File: src/rtl/sd_cmd_pkg.sv
package sd_cmd_pkg;
  localparam int unsigned REG_AW = 4;
  localparam int unsigned IDX_W  = 6;

  localparam logic [REG_AW-1:0] A_ARG   = 4'd0;
  localparam logic [REG_AW-1:0] A_CMD   = 4'd1;
  localparam logic [REG_AW-1:0] A_RSP0  = 4'd2;
  localparam logic [REG_AW-1:0] A_STAT  = 4'd6;
  localparam logic [REG_AW-1:0] A_CTRL  = 4'd7;
  localparam logic [REG_AW-1:0] A_ISTAT = 4'd8;
  localparam logic [REG_AW-1:0] A_IEN   = 4'd9;

  localparam logic [1:0] RSP_NONE = 2'd0;
  localparam logic [1:0] RSP_136  = 2'd1;
  localparam logic [1:0] RSP_48   = 2'd2;
  localparam logic [1:0] RSP_48B  = 2'd3;

  // interrupt status bit positions
  localparam int unsigned IB_CDONE = 0;
  localparam int unsigned IB_XDONE = 1;
  localparam int unsigned IB_WRDY  = 4;
  localparam int unsigned IB_RRDY  = 5;
  localparam int unsigned IB_CTO   = 16;
  localparam int unsigned IB_CCRC  = 17;
  localparam int unsigned IB_CEND  = 18;
  localparam int unsigned IB_CIDX  = 19;
  localparam int unsigned IB_DERR  = 20;
  localparam int unsigned IB_ACMD  = 24;
  localparam logic [31:0] ISTAT_MASK = 32'h017F_0033;

  localparam int unsigned CB_RCMD = 25;
  localparam int unsigned CB_RDAT = 26;

  typedef struct packed {
    logic [IDX_W-1:0] idx;
    logic [1:0]       rsp;
    logic             dat;
    logic             idx_chk;
    logic             crc_chk;
  } cmd_t;
endpackage

File: src/rtl/sd_cmd_decode.sv
module sd_cmd_decode
  import sd_cmd_pkg::*;
(
  input  logic [31:0] word_i,
  output cmd_t        cmd_o,
  output logic        needs_dat_o
);
  always_comb begin
    cmd_o.idx     = word_i[24 +: IDX_W];
    cmd_o.rsp     = word_i[17:16];
    cmd_o.dat     = word_i[21];
    cmd_o.idx_chk = word_i[20];
    cmd_o.crc_chk = word_i[19];
    needs_dat_o   = cmd_o.dat || (cmd_o.rsp == RSP_48B);
  end
endmodule

File: src/rtl/sd_cmd_seq.sv
module sd_cmd_seq
  import sd_cmd_pkg::*;
#(
  parameter int unsigned ARG_W = 32
) (
  input  logic             clk_i,
  input  logic             rst_ni,
  input  logic             cmd_wr_i,
  input  cmd_t             cmd_i,
  input  logic             needs_dat_i,
  input  logic [ARG_W-1:0] arg_i,
  input  logic             rst_cmd_i,
  input  logic             rst_dat_i,
  input  logic             ser_done_i,
  input  logic             ser_timeout_i,
  input  logic             ser_crc_bad_i,
  input  logic             ser_end_bad_i,
  input  logic [IDX_W-1:0] ser_idx_i,
  input  logic             dat_busy_i,
  input  logic             data_done_i,
  output logic             ser_start_o,
  output logic [ARG_W-1:0] ser_arg_o,
  output cmd_t             cur_o,
  output logic             cmd_inh_o,
  output logic             dat_inh_o,
  output logic             rsp_we_o,
  output logic             ev_cdone_o,
  output logic             ev_xdone_o,
  output logic [3:0]       ev_cerr_o
);
  logic             cmd_inh_q, dat_inh_q, busy_wait_q, start_q;
  cmd_t             cur_q;
  logic [ARG_W-1:0] arg_q;
  logic             accept, done_ok, busy_rel, any_err, rsp_has_idx;
  logic             e_to, e_crc, e_end, e_idx;

  assign accept   = cmd_wr_i && !cmd_inh_q && !rst_cmd_i && !(needs_dat_i && dat_inh_q);
  assign done_ok  = cmd_inh_q && ser_done_i && !rst_cmd_i;
  assign busy_rel = busy_wait_q && !dat_busy_i && !rst_dat_i;

  assign rsp_has_idx = (cur_q.rsp == RSP_48) || (cur_q.rsp == RSP_48B);
  assign e_to   = ser_timeout_i;
  assign e_crc  = !e_to && cur_q.crc_chk && ser_crc_bad_i;
  assign e_end  = !e_to && ser_end_bad_i;
  assign e_idx  = !e_to && cur_q.idx_chk && rsp_has_idx && (ser_idx_i != cur_q.idx);
  assign any_err = e_to || e_crc || e_end || e_idx;

  always_ff @(posedge clk_i or negedge rst_ni) begin
    if (!rst_ni) begin
      cmd_inh_q   <= 1'b0;
      dat_inh_q   <= 1'b0;
      busy_wait_q <= 1'b0;
      start_q     <= 1'b0;
      cur_q       <= '0;
      arg_q       <= '0;
    end else begin
      start_q <= accept;
      if (accept) begin
        cur_q <= cmd_i;
        arg_q <= arg_i;
      end
      if (rst_cmd_i || done_ok) cmd_inh_q <= 1'b0;
      else if (accept)          cmd_inh_q <= 1'b1;
      if (rst_dat_i || busy_rel)                      busy_wait_q <= 1'b0;
      else if (done_ok && !any_err && cur_q.rsp == RSP_48B) busy_wait_q <= 1'b1;
      // new data command wins over a release in the same cycle
      if (accept && needs_dat_i)                      dat_inh_q <= 1'b1;
      else if (rst_dat_i || data_done_i || busy_rel)  dat_inh_q <= 1'b0;
    end
  end

  assign ser_start_o = start_q;
  assign ser_arg_o   = arg_q;
  assign cur_o       = cur_q;
  assign cmd_inh_o   = cmd_inh_q;
  assign dat_inh_o   = dat_inh_q;
  assign rsp_we_o    = done_ok && !e_to && (cur_q.rsp != RSP_NONE);
  assign ev_cdone_o  = done_ok && !any_err;
  assign ev_xdone_o  = data_done_i || busy_rel;
  assign ev_cerr_o   = done_ok ? {e_idx, e_end, e_crc, e_to} : 4'b0;
endmodule

File: src/rtl/sd_rsp_store.sv
module sd_rsp_store
  import sd_cmd_pkg::*;
#(
  parameter int unsigned WORDS  = 4,
  parameter int unsigned WORD_W = 32
) (
  input  logic                         clk_i,
  input  logic                         rst_ni,
  input  logic                         we_i,
  input  logic [1:0]                   rsp_i,
  input  logic [WORDS*WORD_W-1:0]      raw_i,
  output logic [WORDS-1:0][WORD_W-1:0] words_o
);
  localparam int unsigned RAW_W = WORDS * WORD_W;
  localparam int unsigned CRC_W = 8;

  logic [RAW_W-1:0] long_pk;
  assign long_pk = {{CRC_W{1'b0}}, raw_i[RAW_W-1:CRC_W]};

  for (genvar i = 0; i < WORDS; i++) begin : g_word
    always_ff @(posedge clk_i or negedge rst_ni) begin
      if (!rst_ni) begin
        words_o[i] <= '0;
      end else if (we_i) begin
        if (rsp_i == RSP_136) words_o[i] <= long_pk[i*WORD_W +: WORD_W];
        else if (i == 0)      words_o[i] <= raw_i[WORD_W-1:0];
      end
    end
  end
endmodule

File: src/rtl/sd_int_regs.sv
module sd_int_regs
  import sd_cmd_pkg::*;
#(
  parameter int unsigned W = 32,
  parameter logic [W-1:0] MASK = ISTAT_MASK
) (
  input  logic         clk_i,
  input  logic         rst_ni,
  input  logic [W-1:0] ev_i,
  input  logic         clr_we_i,
  input  logic         en_we_i,
  input  logic [W-1:0] wdata_i,
  output logic [W-1:0] stat_o,
  output logic [W-1:0] en_o,
  output logic         irq_o
);
  logic [W-1:0] clr;
  assign clr = clr_we_i ? wdata_i : '0;

  always_ff @(posedge clk_i or negedge rst_ni) begin
    if (!rst_ni) begin
      stat_o <= '0;
      en_o   <= '0;
    end else begin
      stat_o <= ((stat_o & ~clr) | ev_i) & MASK;
      if (en_we_i) en_o <= wdata_i & MASK;
    end
  end

  assign irq_o = |(stat_o & en_o);
endmodule

File: src/rtl/sd_cmd_ctrl.sv
module sd_cmd_ctrl
  import sd_cmd_pkg::*;
#(
  parameter int unsigned ARG_W     = 32,
  parameter int unsigned RSP_WORDS = 4
) (
  input  logic                      clk_i,
  input  logic                      rst_ni,
  input  logic                      wr_en_i,
  input  logic [REG_AW-1:0]         wr_addr_i,
  input  logic [31:0]               wr_data_i,
  input  logic [REG_AW-1:0]         rd_addr_i,
  output logic [31:0]               rd_data_o,
  output logic                      ser_start_o,
  output logic [IDX_W-1:0]          ser_idx_o,
  output logic [ARG_W-1:0]          ser_arg_o,
  output logic [1:0]                ser_rsp_o,
  input  logic                      ser_done_i,
  input  logic [RSP_WORDS*32-1:0]   ser_resp_i,
  input  logic [IDX_W-1:0]          ser_idx_i,
  input  logic                      ser_timeout_i,
  input  logic                      ser_crc_bad_i,
  input  logic                      ser_end_bad_i,
  input  logic                      dat_busy_i,
  input  logic                      data_done_i,
  input  logic [2:0]                data_err_i,
  input  logic                      acmd_err_i,
  input  logic                      buf_wr_rdy_i,
  input  logic                      buf_rd_rdy_i,
  output logic                      irq_o
);
  logic [ARG_W-1:0] arg_q;
  logic             rst_cmd_q, rst_dat_q;
  logic             wr_arg, wr_cmd, wr_ctrl, wr_istat, wr_ien;
  cmd_t             dec_cmd, cur_cmd;
  logic             dec_needs_dat;
  logic             cmd_inh, dat_inh, rsp_we, ev_cdone, ev_xdone;
  logic [3:0]       ev_cerr;
  logic [31:0]      ev, int_stat, int_en;
  logic [RSP_WORDS-1:0][31:0] rsp_words;

  assign wr_arg   = wr_en_i && wr_addr_i == A_ARG;
  assign wr_cmd   = wr_en_i && wr_addr_i == A_CMD;
  assign wr_ctrl  = wr_en_i && wr_addr_i == A_CTRL;
  assign wr_istat = wr_en_i && wr_addr_i == A_ISTAT;
  assign wr_ien   = wr_en_i && wr_addr_i == A_IEN;

  always_ff @(posedge clk_i or negedge rst_ni) begin
    if (!rst_ni) begin
      arg_q     <= '0;
      rst_cmd_q <= 1'b0;
      rst_dat_q <= 1'b0;
    end else begin
      if (wr_arg) arg_q <= wr_data_i[ARG_W-1:0];
      // reset strobes live for exactly one cycle
      rst_cmd_q <= wr_ctrl && wr_data_i[CB_RCMD];
      rst_dat_q <= wr_ctrl && wr_data_i[CB_RDAT];
    end
  end

  sd_cmd_decode u_dec (
    .word_i      (wr_data_i),
    .cmd_o       (dec_cmd),
    .needs_dat_o (dec_needs_dat)
  );

  sd_cmd_seq #(.ARG_W(ARG_W)) u_seq (
    .clk_i         (clk_i),
    .rst_ni        (rst_ni),
    .cmd_wr_i      (wr_cmd),
    .cmd_i         (dec_cmd),
    .needs_dat_i   (dec_needs_dat),
    .arg_i         (arg_q),
    .rst_cmd_i     (rst_cmd_q),
    .rst_dat_i     (rst_dat_q),
    .ser_done_i    (ser_done_i),
    .ser_timeout_i (ser_timeout_i),
    .ser_crc_bad_i (ser_crc_bad_i),
    .ser_end_bad_i (ser_end_bad_i),
    .ser_idx_i     (ser_idx_i),
    .dat_busy_i    (dat_busy_i),
    .data_done_i   (data_done_i),
    .ser_start_o   (ser_start_o),
    .ser_arg_o     (ser_arg_o),
    .cur_o         (cur_cmd),
    .cmd_inh_o     (cmd_inh),
    .dat_inh_o     (dat_inh),
    .rsp_we_o      (rsp_we),
    .ev_cdone_o    (ev_cdone),
    .ev_xdone_o    (ev_xdone),
    .ev_cerr_o     (ev_cerr)
  );

  assign ser_idx_o = cur_cmd.idx;
  assign ser_rsp_o = cur_cmd.rsp;

  sd_rsp_store #(.WORDS(RSP_WORDS), .WORD_W(32)) u_rsp (
    .clk_i   (clk_i),
    .rst_ni  (rst_ni),
    .we_i    (rsp_we),
    .rsp_i   (cur_cmd.rsp),
    .raw_i   (ser_resp_i),
    .words_o (rsp_words)
  );

  always_comb begin
    ev = '0;
    ev[IB_CDONE]          = ev_cdone;
    ev[IB_XDONE]          = ev_xdone;
    ev[IB_WRDY]           = buf_wr_rdy_i;
    ev[IB_RRDY]           = buf_rd_rdy_i;
    ev[IB_CTO +: 4]       = ev_cerr;
    ev[IB_DERR +: 3]      = data_err_i;
    ev[IB_ACMD]           = acmd_err_i;
  end

  sd_int_regs #(.W(32), .MASK(ISTAT_MASK)) u_int (
    .clk_i    (clk_i),
    .rst_ni   (rst_ni),
    .ev_i     (ev),
    .clr_we_i (wr_istat),
    .en_we_i  (wr_ien),
    .wdata_i  (wr_data_i),
    .stat_o   (int_stat),
    .en_o     (int_en),
    .irq_o    (irq_o)
  );

  always_comb begin
    rd_data_o = '0;
    if (rd_addr_i == A_ARG) rd_data_o[ARG_W-1:0] = arg_q;
    else if (rd_addr_i >= A_RSP0 && rd_addr_i < A_RSP0 + RSP_WORDS)
      rd_data_o = rsp_words[rd_addr_i - A_RSP0];
    else if (rd_addr_i == A_STAT)  rd_data_o[1:0] = {dat_inh, cmd_inh};
    else if (rd_addr_i == A_CTRL) begin
      rd_data_o[CB_RCMD] = rst_cmd_q;
      rd_data_o[CB_RDAT] = rst_dat_q;
    end
    else if (rd_addr_i == A_ISTAT) rd_data_o = int_stat;
    else if (rd_addr_i == A_IEN)   rd_data_o = int_en;
  end
endmodule

File: config.mk
export PLATFORM = sky130hd
export DESIGN_NAME = sd_cmd_ctrl
export DESIGN_NICKNAME = d
export VERILOG_FILES = /design/src/rtl/sd_cmd_pkg.sv /design/src/rtl/sd_cmd_decode.sv /design/src/rtl/sd_cmd_seq.sv /design/src/rtl/sd_rsp_store.sv /design/src/rtl/sd_int_regs.sv /design/src/rtl/sd_cmd_ctrl.sv
export SDC_FILE = /design/constraint.sdc
export NUM_CORES = 1
export LEC_CHECK = 0
export ABC_CLOCK_PERIOD_IN_PS = 1750
export BUFFER_PORTS_ARGS = -buffer_cell sky130_fd_sc_hd__buf_2
export CAP_MARGIN = 10
export CELL_PAD_IN_SITES_DETAIL_PLACEMENT = 0
export CELL_PAD_IN_SITES_GLOBAL_PLACEMENT = 1
export CORE_ASPECT_RATIO = 0.8
export CORE_MARGIN = 2
export CORE_UTILIZATION = 39
export DETAILED_ROUTE_END_ITERATION = 10
export GPL_ROUTABILITY_DRIVEN = 0
export PLACE_DENSITY_LB_ADDON = 0.08
export SETUP_SLACK_MARGIN = 0.4
export SLEW_MARGIN = 20
export SYNTH_ARGS = -nofsm -noshare
export SYNTH_HDL_FRONTEND = slang
export SYNTH_HIERARCHICAL = 1
export SYNTH_SLANG_ARGS = --single-unit
File: constraint.sdc
create_clock -name clk_i -period 1.75 [get_ports clk_i]
set_input_delay 0.2625 -clock clk_i [delete_from_list [all_inputs] [get_ports clk_i]]
set_output_delay 0.2625 -clock clk_i [all_outputs]
set_load 0.01 [all_outputs]
==> results of run 1 <==
area by class of cell:
type                            count  area, um^2
Antenna cell                        3        7.51
Clock buffer                       36         717
Clock inverter                      9        53.8
Fill cell                        2367       11000
Inverter                           36         135
Multi-Input combinational cell    646        6000
Sequential cell                   224        5610
Tap cell                          377         472
Timing Repair Buffer              592        5340
critical path: cells and delay by family (launching register included):
kind	cells	cell delay (ps)
flops	1	400
buf+inv	1	160
simple gates	1	150
compound gates	2	520
per-layer routing:
layer	vias up	part of all wire [%]	global-route usage, %
li1	4596	-	-
met1	4791	47	35.7
met2	284	46	40.6
met3	50	5.2	4.11
met4	0	2.0	5.55
met5	-	0	0
power by group:
group | total, mW | leakage [nW] | switching [mW] | internal [mW]
clock network | 5.06 | 0.379 | 2.21 | 2.85
registers | 6.74 | 2.84 | 0.680 | 6.06
logic | 4.38 | 5.71 | 1.85 | 2.53
stage by stage:
stage / setup WS [ps] / TNS, ps / utilization, % / cells
floorplan: -31.5 / -1450 / - / 1041
global placement: -386 / -6800 / 48.1 / 1654
detailed placement: -432 / -8110 / 48.1 / 1654
CTS: -272 / -13540 / 59.7 / 1878
global route: -312 / -22360 / 62.4 / 1920
finish: -272 / -14560 / 62.5 / 1923
worst max-delay path by stage:
stage / cells after the start / end
2_1_floorplan: 7 / rd_data_o[10]
3_3_place_gp: 7 / rd_data_o[19]
3_5_place_dp: 7 / rd_data_o[19]
4_1_cts: 4 / irq_o
5_1_grt: 5 / rd_data_o[1]
6_report: 4 / irq_o
cells in the final DEF, fill, tap and decap left out, types with 4 or more instances in the layout:
cell type and count:
inv_1 36, mux2i_2 10, a21o_1 14, o22ai_2 5
o221ai_2 12, nand4b_1 33, buf_4 117, nand3_1 4
mux2_4 74, clkbuf_16 39, buf_12 31, nand2b_1 6
nand2_2 4, buf_16 19, clkinv_2 6, o22ai_4 20
conb_1 48, a211oi_1 20, buf_2 249, nand3b_1 4
o221ai_1 20, mux2i_1 52, buf_8 7, nor2_1 35
xor2_1 6, o22ai_1 6, nand2_1 76, clkbuf_1 6
clkbuf_8 5, a211oi_2 12, o22a_1 30, mux2_2 100
dfrtp_1 223, dlygate4sd3_1 118, buf_6 36, a22o_1 4
what timing repair did:
action / CTS / global route
gates resized for setup: 124 / 51
gates cloned: 18 / 17
endpoints found under the setup margin: 209 / 231
hold buffers: 117 / 1
endpoints found under the hold margin: 166 / 1
pin swaps: 35 / 29
setup buffers: 44 / 24
state kept, by name, indices dropped and copies added, names as in the netlist:
name	flops
u_seq/dat_inh_o	1
u_seq/cur_o	10
rst_dat_q	1
u_seq/ser_start_o	1
u_rsp/words_o	120
u_seq/cmd_inh_o	1
rst_cmd_q	1
u_int/stat_o	12
u_seq/busy_wait_q	1
u_int/en_o	12
arg_q	32
u_seq/ser_arg_o	32
==> results.py, run 1 <==
metrics = {
    "clock_network": {
        "cts_tree": "yes",
        "cts.sinks": 224,
        "clk_path_buf_depth": 3,
        "numCtsBuffers": 25,
        "ctsRootBufferMaster": "clkbuf_16",
        "cts_max_level": 1,
        "clkLatencyLatePin_ps": 520,
        "clk_pin_slew_ps": 60,
    },
    "final_layout": {
        "postLayoutCellArea_mm2": 0.0183,
        "synthToLayoutAreaGrowth_pct": 57.4,
        "final_layout_size_suffix_gt1_share_pct": 50.4,
        "num-nets-final": 1714,
    },
    "min_path": {
        "worstHoldPathType": "in2reg",
        "hold_depth": 2,
        "min_from": "wr_data_i[22]",
        "min_to": "u_int/en_o[22]",
    },
    "drt": {
        "vias": 9721,
        "dr.first_iter.drc_count": 375,
        "routed_wl_mm": 41.0,
        "firstDrtPassIters": 4,
        "ant_nets": 0,
        "routed_via_density": 5.06,
        "wl_per_cell_um": 21.3,
        "drc": 0,
    },
    "worst_setup_path": {
        "endpoint_kind": "output pin",
        "crit_path_start_kind": "flip-flop",
        "worstPathRequired_ps": 1490,
        "crit_start": "u_int/stat_o[16]",
        "rrSetupSlack_ps": -210,
        "worstPathArrival_ps": 1760,
        "crit_fanout": 3,
        "max_stage_delay_ps": 400,
        "reg2regPathDepth": 9,
        "slowest_stage": "dfrtp_1",
        "r2r_end": "u_rsp/words_o[102]",
        "cp_cell_sequence": "a22o_1, a221oi_2, nand3_1, buf_2",
        "crit_type": "reg2out",
        "r2r-start": "u_seq/cmd_inh_o",
    },
    "die": {
        "pin_count": 263,
        "die_w_um": 197,
        "start_util_pct": 39.7,
        "rows": 56,
        "die-area_mm2": 0.0313,
        "core_area_mm2": 0.0294,
        "dieHeight_um": 159,
    },
    "timing": {
        "setup-violations-final": 121,
        "timing.final.ws_setup_ps": -272,
        "period_needed_ps": 2020,
        "rsz0062_at_grt": "yes",
        "finalHoldViolCount": 0,
        "fin_hold_ws_ps": 19.0,
        "finalMaxSlewViolations": 0,
        "fmax_mhz": 495,
        "fin_crit_sh_pct": 116,
        "fin_skew_ps": 7.85,
    },
    "power": {
        "fin_total_pwr_mw": 16.2,
        "leakage_nw": 8.93,
        "ir_worst_vdd_mv": 0.597,
        "p_per_area_mw_per_mm2": 882,
    },
    "grt": {
        "grt_pass1_vias": 9857,
        "grt-ovfl-total": 0,
        "grt_use_total_pct": 25.2,
        "grt_pass1_wl_mm": 59.3,
        "antenna_found_initial": 2,
        "grt_max_degree": 54,
    },
    "flow_run": {
        "drv_cap": 0,
    },
    "placed_design": {
        "dpl.hpwl_mm": 26.1,
        "postPlaceCellArea_mm2": 0.0141,
        "io_buffers": 262,
    },
    "run_status": {
        "violations": "negative setup slack",
        "status": "finished with violations",
    },
    "yosys": {
        "avgSynthCellArea_um2": 11.7,
        "yosysWarnings": 6,
        "netlist_instances": 995,
        "netlist_area_mm2": 0.0117,
    },
}
No activity file was read; power rests on OpenSTA's default activity.
==> run 2: changes to the inputs <==
--- a/constraint.sdc
+++ b/constraint.sdc
@@ -3,2 +3,2 @@
 set_output_delay 0.2625 -clock clk_i [all_outputs]
-set_load 0.01 [all_outputs]
+set_load 0.05 [all_outputs]
==> run 2 against run 1 <==
The run still ends with negative setup slack left. Total power increased by 14%. Fmax shrank 0.92%. Utilization rose by 4.6 points. Wire length rose by 0.57%. Final cell count increased by 1.9%. Worst hold slack improved by 3.2 ps. Non-clock buffer count grew 37. Global-route usage increased by 0.72 points. Worst setup slack worse by 19 ps. Register-to-register slack worse by 70 ps.
==> results.py, run 2 (synthesis gave the netlist of run 1 again) <==
metrics = {
    "clock_network": {
        "numCtsBuffers": 25,
        "clkLatencyLatePin_ps": 520,
        "cts_tree": "yes",
        "ctsRootBufferMaster": "clkbuf_16",
        "clk_path_buf_depth": 3,
        "cts.sinks": 224,
        "clk_pin_slew_ps": 60,
        "cts_max_level": 1,
    },
    "final_layout": {
        "final_common_cell": "dfrtp_1",
        "regMostFlops": "u_rsp/words_o",
        "final_layout_size_suffix_gt1_share_pct": 55.9,
        "largest_reg_flops": 120,
        "synthToLayoutAreaGrowth_pct": 68.9,
        "final_cells": 1960,
        "final_cell_mix": "dfrtp_1, buf_2, buf_4",
        "fin_util_pct": 67.0,
        "num-nets-final": 1753,
    },
    "run_status": {
        "violations": "negative setup slack",
        "status": "finished with violations",
    },
    "grt": {
        "busiest_layer": "met2",
        "grt_use_total_pct": 25.9,
        "use_met3_pct": 3.28,
        "grt_pass1_vias": 10000,
        "grt-ovfl-total": 0,
        "antenna_found_initial": 2,
        "grtUsageMet1_pct": 38.1,
        "met2_usage_pct": 41.2,
        "grt_max_degree": 51,
        "grt_pass1_wl_mm": 61.0,
    },
    "worst_setup_path": {
        "crit_type": "reg2out",
        "cp.depth": 6,
        "worstPathRequired_ps": 1490,
        "crit_start": "u_rsp/words_o[20]",
        "rrSetupSlack_ps": -280,
        "cp_cell_sequence": "mux2i_1, buf_4, o22ai_4, buf_6, o22a_4, buf_8",
        "reg2regPathDepth": 9,
        "endpoint_kind": "output pin",
        "r2r-start": "rst_cmd_q",
        "crit_family": "buffers and inverters",
        "crit_fanout": 2,
        "max_stage_delay_ps": 380,
        "r2r_end": "u_rsp/words_o[99]",
        "worstPathArrival_ps": 1780,
        "crit_buf_inv": 3,
        "crit_path_start_kind": "flip-flop",
        "endpoint": "rd_data_o[20]",
        "slowest_stage": "dfrtp_1",
    },
    "placed_design": {
        "dp_cells": 1646,
        "dp_slack_ps": -336,
        "dpl.hpwl_mm": 26.7,
        "io_buffers": 262,
    },
    "min_path": {
        "worstHoldPathType": "in2reg",
        "min_from": "ser_resp_i[73]",
    },
    "flow_run": {
        "drv_cap": 0,
    },
    "die": {
        "dieHeight_um": 159,
        "start_util_pct": 39.7,
        "core_area_mm2": 0.0294,
        "die-area_mm2": 0.0313,
        "die_w_um": 197,
        "pin_count": 263,
        "rows": 56,
    },
    "timing": {
        "fin_crit_sh_pct": 117,
        "fin_skew_ps": 9.13,
        "fmax_mhz": 490,
        "timing.final.ws_setup_ps": -291,
        "setup-violations-final": 191,
        "period_needed_ps": 2040,
        "tns_ps": -33930,
        "finalMaxSlewViolations": 0,
        "finalHoldViolCount": 0,
        "rsz0062_at_grt": "yes",
    },
    "power": {
        "p_per_area_mw_per_mm2": 938,
        "ir_worst_vdd_mv": 0.879,
        "fin_total_pwr_mw": 18.5,
        "leakage_nw": 9.44,
    },
    "drt": {
        "vias": 9838,
        "wl_per_cell_um": 21.0,
        "ant_nets": 0,
        "dr.first_iter.drc_count": 521,
        "routed_wl_mm": 41.2,
        "firstDrtPassIters": 4,
        "routed_via_density": 5.02,
        "drc": 0,
    },
}
## run 2: layout make-up
| type | instances | area, um^2 |
|---|---|---|
| fillers | 2178 | 9680 |
| repair buffers | 629 | 6320 |
| multi-input cells | 648 | 6300 |
| flip-flops and latches | 224 | 5620 |
| clock buffers | 39 | 748 |
| well taps | 377 | 472 |
| inverters | 36 | 135 |
| clock inverters | 6 | 80.1 |
| diodes | 1 | 2.50 |
## run 2: report_power, final
part / total, mW / switching, mW / internal [mW]
combinational: 6.21 / 2.96 / 3.25
sequential: 6.86 / 0.788 / 6.07
clock: 5.38 / 2.16 / 3.21
total: 18.5 / 5.91 / 12.5
## run 2: worst min path at each step
stage | endpoint | depth (start not counted)
after floorplan | arg_q[0] | 0
after global placement | u_seq/ser_arg_o[12] | 1
after detailed placement | u_seq/ser_arg_o[12] | 1
after CTS | u_rsp/words_o[29] | 3
after global routing | u_rsp/words_o[99] | 2
final | u_rsp/words_o[65] | 2
## run 2: stage by stage
| stage | hold slack [ps] | cell area [um^2] |
|---|---|---|
| after floorplan | -33.1 | 12500 |
| after global placement | 157 | 14500 |
| after detailed placement | 156 | 14500 |
| after CTS | 0.466 | 19000 |
| after global routing | 6.82 | 19700 |
| final | 22.2 | 19700 |
## run 2: routing by layer
layer	wire length, um	vias to the layer above
li1	-	4680
met1	20200	4886
met2	18800	243
met3	1730	29
met4	564	0
met5	0	-
## run 2: timing repair
item / CTS / global route
resized for setup: 288 / 68
setup buffers: 78 / 36
pin swaps: 58 / 27
endpoints found under the hold margin: 349 / 0
hold buffers: 122 / 0
setup endpoints to repair: 239 / 243
gates cloned: 29 / 3
